==> src/rtl/irq_trk_pkg.sv <==
package irq_trk_pkg;

  typedef enum logic [1:0] {
    LVL_NONE = 2'd0,
    LVL_LOW  = 2'd1,
    LVL_HIGH = 2'd2
  } lvl_e;

  // service address of a source
  function automatic int unsigned vec_calc(input int unsigned idx,
                                           input int unsigned base,
                                           input int unsigned stride);
    return base + idx * stride;
  endfunction

  // highest in-service level from the two bits {high, low}
  function automatic lvl_e lvl_of(input logic [1:0] bits);
    if (bits[1])      return LVL_HIGH;
    else if (bits[0]) return LVL_LOW;
    else              return LVL_NONE;
  endfunction

  // bits released by an interrupt return: top level only
  function automatic logic [1:0] ret_clear(input logic [1:0] bits);
    return bits[1] ? 2'b10 : 2'b01;
  endfunction

endpackage

==> src/rtl/irq_pick.sv <==
module irq_pick #(
  parameter int N  = 8,
  parameter int IW = 3
) (
  input  logic [N-1:0]  mask,
  output logic          any,
  output logic [IW-1:0] idx
);
  always_comb begin
    any = |mask;
    idx = '0;
    for (int i = N - 1; i >= 0; i--) begin
      if (mask[i]) idx = IW'(i);
    end
  end
endmodule

==> src/rtl/irq_level_state.sv <==
module irq_level_state
  import irq_trk_pkg::*;
(
  input  logic       clk,
  input  logic       rst_n,
  input  logic       set_lo,
  input  logic       set_hi,
  input  logic       ret,
  output logic [1:0] bits
);
  logic [1:0] clr_mask;
  logic [1:0] set_mask;
  logic [1:0] bits_nx;

  always_comb begin
    clr_mask = ret ? ret_clear(bits) : 2'b00;
    set_mask = {set_hi, set_lo};
    bits_nx  = (bits & ~clr_mask) | set_mask;
  end

  always_ff @(posedge clk) begin
    if (!rst_n) bits <= 2'b00;
    else        bits <= bits_nx;
  end

  a_r8_ret_drops_high: assert property (@(posedge clk) disable iff (!rst_n)
    (ret && bits[1] && !set_hi) |=> !bits[1]);

  a_r8_ret_drops_low: assert property (@(posedge clk) disable iff (!rst_n)
    (ret && bits == 2'b01 && !set_lo) |=> !bits[0]);

  a_r7_set_low_only_idle: assert property (@(posedge clk) disable iff (!rst_n)
    set_lo |-> (bits == 2'b00));
endmodule

==> src/rtl/irq_prio_tracker.sv <==
module irq_prio_tracker
  import irq_trk_pkg::*;
#(
  parameter int N_SRC      = 8,
  parameter int VEC_W      = 16,
  parameter int VEC_BASE   = 3,
  parameter int VEC_STRIDE = 8,
  localparam int IDX_W     = (N_SRC > 1) ? $clog2(N_SRC) : 1
) (
  input  logic             clk,
  input  logic             rst_n,
  input  logic [N_SRC-1:0] req_i,
  input  logic [N_SRC-1:0] req_hi_i,
  input  logic             irq_ret_i,
  input  logic             plain_ret_i,
  output logic             ack_o,
  output logic [IDX_W-1:0] ack_idx_o,
  output logic [VEC_W-1:0] ack_vec_o,
  output logic             ack_hi_o,
  output logic [1:0]       act_bits_o,
  output logic [1:0]       cur_lvl_o,
  output logic             pop2_o
);
  logic [N_SRC-1:0] hi_mask, lo_mask;
  logic             hi_any, lo_any;
  logic [IDX_W-1:0] hi_idx, lo_idx;
  logic             hi_ok, lo_ok, grant;
  logic [IDX_W-1:0] grant_idx;
  logic [1:0]       act_bits;

  genvar g;
  generate
    for (g = 0; g < N_SRC; g++) begin : g_split
      assign hi_mask[g] = req_i[g] &  req_hi_i[g];
      assign lo_mask[g] = req_i[g] & ~req_hi_i[g];
    end
  endgenerate

  irq_pick #(.N(N_SRC), .IW(IDX_W)) u_pick_hi (
    .mask(hi_mask), .any(hi_any), .idx(hi_idx));
  irq_pick #(.N(N_SRC), .IW(IDX_W)) u_pick_lo (
    .mask(lo_mask), .any(lo_any), .idx(lo_idx));

  // acceptance uses the bits held before any same-cycle return
  always_comb begin
    hi_ok     = hi_any && !act_bits[1];
    lo_ok     = !hi_ok && lo_any && (act_bits == 2'b00);
    grant     = hi_ok || lo_ok;
    grant_idx = hi_ok ? hi_idx : lo_idx;
  end

  irq_level_state u_state (
    .clk(clk), .rst_n(rst_n), .set_lo(lo_ok), .set_hi(hi_ok),
    .ret(irq_ret_i), .bits(act_bits));

  always_ff @(posedge clk) begin
    if (!rst_n) begin
      ack_o     <= 1'b0;
      ack_idx_o <= '0;
      ack_vec_o <= '0;
      ack_hi_o  <= 1'b0;
      pop2_o    <= 1'b0;
    end else begin
      ack_o     <= grant;
      ack_idx_o <= grant ? grant_idx : '0;
      ack_vec_o <= grant ? VEC_W'(vec_calc(32'(grant_idx), VEC_BASE, VEC_STRIDE)) : '0;
      ack_hi_o  <= hi_ok;
      pop2_o    <= irq_ret_i;
    end
  end

  assign act_bits_o = act_bits;
  assign cur_lvl_o  = lvl_of(act_bits);

  a_r4_low_needs_idle: assert property (@(posedge clk) disable iff (!rst_n)
    (ack_o && !ack_hi_o) |-> ($past(act_bits) == 2'b00));

  a_r3_high_needs_free: assert property (@(posedge clk) disable iff (!rst_n)
    (ack_o && ack_hi_o) |-> !$past(act_bits[1]));

  a_r7_level_marked: assert property (@(posedge clk) disable iff (!rst_n)
    ack_o |-> (ack_hi_o ? act_bits[1] : act_bits[0]));

  a_r8_pop_after_ret: assert property (@(posedge clk) disable iff (!rst_n)
    irq_ret_i |=> pop2_o);

  a_r9_plain_keeps: assert property (@(posedge clk) disable iff (!rst_n)
    (plain_ret_i && !irq_ret_i && !grant) |=> $stable(act_bits));

  a_r11_lvl_high: assert property (@(posedge clk) disable iff (!rst_n)
    act_bits[1] |-> (cur_lvl_o == 2'd2));
endmodule

==> config.mk <==
export PLATFORM = sky130hd
export DESIGN_NAME = irq_prio_tracker
export DESIGN_NICKNAME = d
export VERILOG_FILES = /design/src/rtl/irq_trk_pkg.sv /design/src/rtl/irq_pick.sv /design/src/rtl/irq_level_state.sv /design/src/rtl/irq_prio_tracker.sv
export SDC_FILE = /design/constraint.sdc
export NUM_CORES = 1
export LEC_CHECK = 0
export BUFFER_PORTS_ARGS = -buffer_cell sky130_fd_sc_hd__buf_4
export CORE_UTILIZATION = 37
export DETAILED_ROUTE_END_ITERATION = 16
export GPL_TIMING_DRIVEN = 0
export PLACE_DENSITY = 0.74
export SLEW_MARGIN = 20
export SYNTH_ARGS = -nofsm -noshare
export SYNTH_HDL_FRONTEND = slang
export SYNTH_HIERARCHICAL = 1
export SYNTH_SLANG_ARGS = --single-unit
==> constraint.sdc <==
create_clock -name clk -period 1.3 [get_ports clk]
set_input_delay 0.13 -clock clk [delete_from_list [all_inputs] [get_ports clk]]
set_output_delay 0.13 -clock clk [all_outputs]
set_load 0.02 [all_outputs]
After elaboration in Yosys (flattened, before gate mapping)
Cells that the tools add are included.

Input port bits: 20. Logic and storage cells: 65. Register bits: 24.

Bitwise logic cells: 27. Mux-type cells: 21. $add $sub $neg: 1. Reduce and logical (&&, ||, !) cells: 10.

Operator list (count): 3-bit 2-to-1 mux (17); 1-bit bitwise AND (16); 8-bit OR reduction (2); 1-bit inverter (8); 2-bit by 6-bit adder with 7-bit output (first input constant) (1); 2-bit 2-to-1 mux (3); 1-bit logical AND (3); 2-bit bitwise AND (1); 1-bit logical NOT (2); 2-bit logical NOT (1); 2-bit inverter (1); 2-bit bitwise OR (1); 2-bit AND reduction (1); 1-bit logical OR (1); 1-bit 2-to-1 mux (1).

Longest topological paths before layout
Depth in word-level cells: 12. Mapped depth: 7.

Hierarchy
The synthesis kept the hierarchy.

Modules (own cells, without submodules): irq_prio_tracker (cells an instance 57, sequential area each 140.1 sq um, area an instance 481.7 sq um, instances 1); irq_pick (cells an instance 13, sequential area each 0.0 sq um, area an instance 81.3 sq um, instances 2); irq_level_state (cells an instance 7, sequential area each 40.0 sq um, area an instance 70.1 sq um, instances 1).

Worst setup path after synthesis
OpenSTA, ideal clock, no wires.

Path kind: input to register. Start point: input req_i[4]. End point: register ack_idx_o[1]. Stages on the path: 7. Data required time: 1.174 ns. Buffers on the path: 1. Setup time: 0.126 ns. Arrival time: 1.150 ns. Slack: 0.024 ns. Cells stage by stage: and2_1 -> nor4_2 -> nand3_1 -> nor2b_4 -> buf_6 -> mux2i_1 -> nor2_1.

Longest elaborated chain between the ends: 8. Elaborated cells between the ends (all ways): 21. Those cells by class: mux (11); bitwise (2); reduce/logical (8).

Ends and longest elaborated chain: start, declared (RTL line irq_prio_tracker.sv:12) `input logic [N_SRC-1:0] req_i,`; 1-bit bitwise AND (*) (RTL line irq_prio_tracker.sv:34) `assign hi_mask[g] = req_i[g] & req_hi_i[g];`; 8-bit OR reduction (*) (RTL line irq_pick.sv:10) `any = |mask;`; net hi_any (RTL line irq_prio_tracker.sv:25) `logic hi_any, lo_any;`; 1-bit logical AND (*) (RTL line irq_prio_tracker.sv:46) `hi_ok = hi_any && !act_bits[1];`; net hi_ok (RTL line irq_prio_tracker.sv:27) `logic hi_ok, lo_ok, grant;`; 1-bit logical NOT (RTL line irq_prio_tracker.sv:47) `lo_ok = !hi_ok && lo_any && (act_bits == 2'b00);`; 1-bit logical AND (2 in a row) (RTL line irq_prio_tracker.sv:47); 1-bit logical OR (RTL line irq_prio_tracker.sv:48) `grant = hi_ok || lo_ok;`; 2-bit AND reduction (no source line); end signal, assigned (RTL line irq_prio_tracker.sv:65) `ack_idx_o <= grant ? grant_idx : '0;`; end, declared (RTL line irq_prio_tracker.sv:17) `output logic [IDX_W-1:0] ack_idx_o,`.

Mark *: on every way through the listed nets, which the timed path passes. The rest lies on a longest branch. A chain may end at the register's enable or synchronous reset.

Worst setup path after layout
Start point: input req_i[6]. End point: register u_state.bits[0].

Longest elaborated chain between the ends: 7. Elaborated cells between the ends (all ways): 9. Those cells by class: bitwise (3); reduce/logical (6).

Ends and longest elaborated chain: 1-bit bitwise AND (RTL line irq_prio_tracker.sv:34); net hi_mask[6] (RTL line irq_prio_tracker.sv:24) `logic [N_SRC-1:0] hi_mask, lo_mask;`; 8-bit OR reduction (RTL line irq_pick.sv:10); net hi_any (RTL line irq_prio_tracker.sv:25); 1-bit logical AND (RTL line irq_prio_tracker.sv:46); 1-bit logical NOT (RTL line irq_prio_tracker.sv:47); 1-bit logical AND (2 in a row) (RTL line irq_prio_tracker.sv:47); net lo_ok (RTL line irq_prio_tracker.sv:27); 2-bit bitwise OR (RTL line irq_level_state.sv:18) `bits_nx = (bits & ~clr_mask) | set_mask;`; end signal, assigned (RTL line irq_level_state.sv:23) `else bits <= bits_nx;`; end, declared (RTL line irq_level_state.sv:9) `output logic [1:0] bits`.

The timed path passes the listed nets, and every way through them passes these cells.

==> out/qor.txt <==
Initial DRT Pass Iterations = 4
vias in the first global route = 568
Layout Skew = 0.002597 ns
CP Class = in2reg
count of pins over their slew limit = 0
met1 Use GR = 0.1619
largest family of logic cells by synthesized area = simple AND/OR/NAND/NOR gates
number of synthesized register bits = 9
Port Buffers = 33
fillers = 161
Yosys cell types = 21
die width = 45.94 um
CP max FO = 3
Synth Area in Simple Gates = 0.3765
placed cell area = 1031 um^2
Setup Viol. Count Final = 0
clk slew on worst S/H paths = 0.07 ns
Worst Hold Class = in2reg
P&R area growth vs syn = 57.09%
DR WL/cell = 9.262 um
P per Cell Area = 825.3 nW/um^2
complex-gate fraction of the synthesized area = 0.1191
met3 usage = 0.02778
Arr. time, crit path = 1.42 ns
layout cell share with drive strength beyond 1 = 0.4748
Final HPWL DP = 1126 um
Crit path required time = 1.51 ns
crit path launch type = input pin
post-synthesis sequential area ratio = 0.2522
Core Box Area = 1764 um^2
ant diodes = 0
Via density = 4.256
final hold violation count = 0
Adder-Cell Fraction of Synth Area = 0
Register Area = 181.4 um^2
Max Root-Sink Buffers = 2
Post-Synthesis Cells = 90
antenna violations before repair = 0
via count = 698
Total Nets Final = 160
CTS buffer count = 3
drt drc = 0
Overflow after GRT = 0
mapped cell area = 714.4 um^2
CP endpoint kind = flop
Final WS setup = 0.08442 ns
commonest non-fill, non-tap cell in the layout = buf_4
row cnt = 15
MaxCap Viol Count = 0
met2 GRT Util = 0.2479
largest net degree at the start of global routing = 9
io pins = 46
cts hold-fix bufs = 0
Min Hold Slack = 0.09347 ns
min Tclk post-route = 1.216 ns
GRT Resource Usage Total = 0.1420
most used routing layer = met2
outcome = complete, no violations
Die Span Y = 45.94 um
most frequent cells in the layout = buf_4, nor2b_1, conb_1
DR iter-0 viols = 1
LEAKAGE = 0.5911 nW
post-synthesis mux area share = 0.04203
Fmax = 822.7 MHz
Avg Inst Size Synth = 7.938 um^2
XOR/XNOR Fraction of Synth Area = 0
drt total wl = 1519 um
effective utilization at floorplan = 0.4050
global-route wire length before repair = 2145 um
worst-skew pair later-pin latency = 0.27 ns
CTS tree = yes
multi-input logic area = 473.0 um^2
Die Area = 2110 um^2
H-tree levels = 1
Final Cell Area = 1122 um^2
DRT antenna net count = 0
Peak VDD IR = 0.0003545 V
Routability Congestion = 0.7896
Post-Place Setup Slack = -0.2237 ns
CTS Root Cell = clkbuf_4
clk sinks = 9
post-route clock period utilization = 0.9351
Synth Warn # = 6
## metal layers
layer  vias to the layer above  routed length (um)
li1                        367                   -
met1                       299                 646
met2                        30                 763
met3                         2                  95
met4                         0                  13
met5                         -                   0
## report_power, final
group	switching (mW)	leakage (nW)	internal, mW
Sequential	0.0180	0.0747	0.299
Clock	0.109	0.0177	0.114
Combinational	0.185	0.499	0.202
Total	0.312	0.591	0.614
## area by class of cell
type                       count  share of cell area
tap                           25             0.02787
buffer                        17              0.1171
multi-input combinational     70              0.4214
inverter                       4             0.01338
clock buffer                   3             0.02007
clock inverter                 1            0.004459
sequential                     9              0.1616
timing repair buffer          35              0.2341
## flip-flops by register name (all words and copies together) (netlist names)
signal and cells:
ack_idx_o 2, ack_vec_o 2, u_state/bits 2, ack_hi_o 1
ack_o 1, pop2_o 1
## cell families after synthesis
kind of cell	count (synthesis)
simple gates	43
buf+inv	21
compound gates	13
flops	9
mux	3
other cells	1
## Yosys cell counts
cell type / count / area share
buf_6: 1 / 0.016
a21oi_1: 2 / 0.014
nand3_1: 2 / 0.014
a21boi_0: 2 / 0.021
nor2_1: 10 / 0.053
o41ai_1: 2 / 0.025
nor4_2: 2 / 0.035
nor2b_1: 14 / 0.12
o21ai_0: 3 / 0.021
and3b_1: 2 / 0.025
o21a_1: 1 / 0.011
o21bai_1: 2 / 0.021
nor3b_1: 2 / 0.021
inv_1: 4 / 0.021
buf_4: 16 / 0.17
o21ai_1: 1 / 0.0070
mux2i_1: 3 / 0.042
and2_1: 10 / 0.088
conb_1: 1 / 0.0052
dfxtp_1: 9 / 0.25
nor2b_4: 1 / 0.019
## critical path, stage by stage
cell	delay, ns
buf_4	0.11
and2_1	0.19
nor4_4	0.29
nand3_2	0.12
buf_4	0.16
nor3b_4	0.22
o21ai_1	0.10
nor2_1	0.10
## per-stage QoR
| step | power (mW) | setup TNS, ns | util | std cells |
|---|---|---|---|---|
| detailed placement | 0.6752 | -1.277 | 0.5844 | 158 |
| finish | 0.9262 | 0 | 0.6362 | 164 |
| CTS | 0.8995 | 0 | 0.6000 | 162 |
| global route | 0.9787 | -0.009821 | 0.6362 | 164 |
| floorplan | 0.5565 | 0 | - | 100 |
| global placement | 0.6692 | -1.346 | 0.5844 | 158 |
## repair_timing
item                                    CTS  global route
setup buffers                             0             2
endpoints found under the hold margin     0             0
endpoints found under the setup margin    0             4
gates resized for setup                   0            12
## final timing paths
kind                         from              end  slack [ns]  depth (start not counted)
setup / recovery         req_i[6]  u_state/bits[0]        0.08                          8
hold reg to reg   u_state/bits[0]  u_state/bits[0]        0.57                          2
hold / removal          irq_ret_i           pop2_o        0.09                          2
setup reg to reg  u_state/bits[1]     ack_idx_o[0]        0.29                          4
Power figures use the tool's default switching activity.
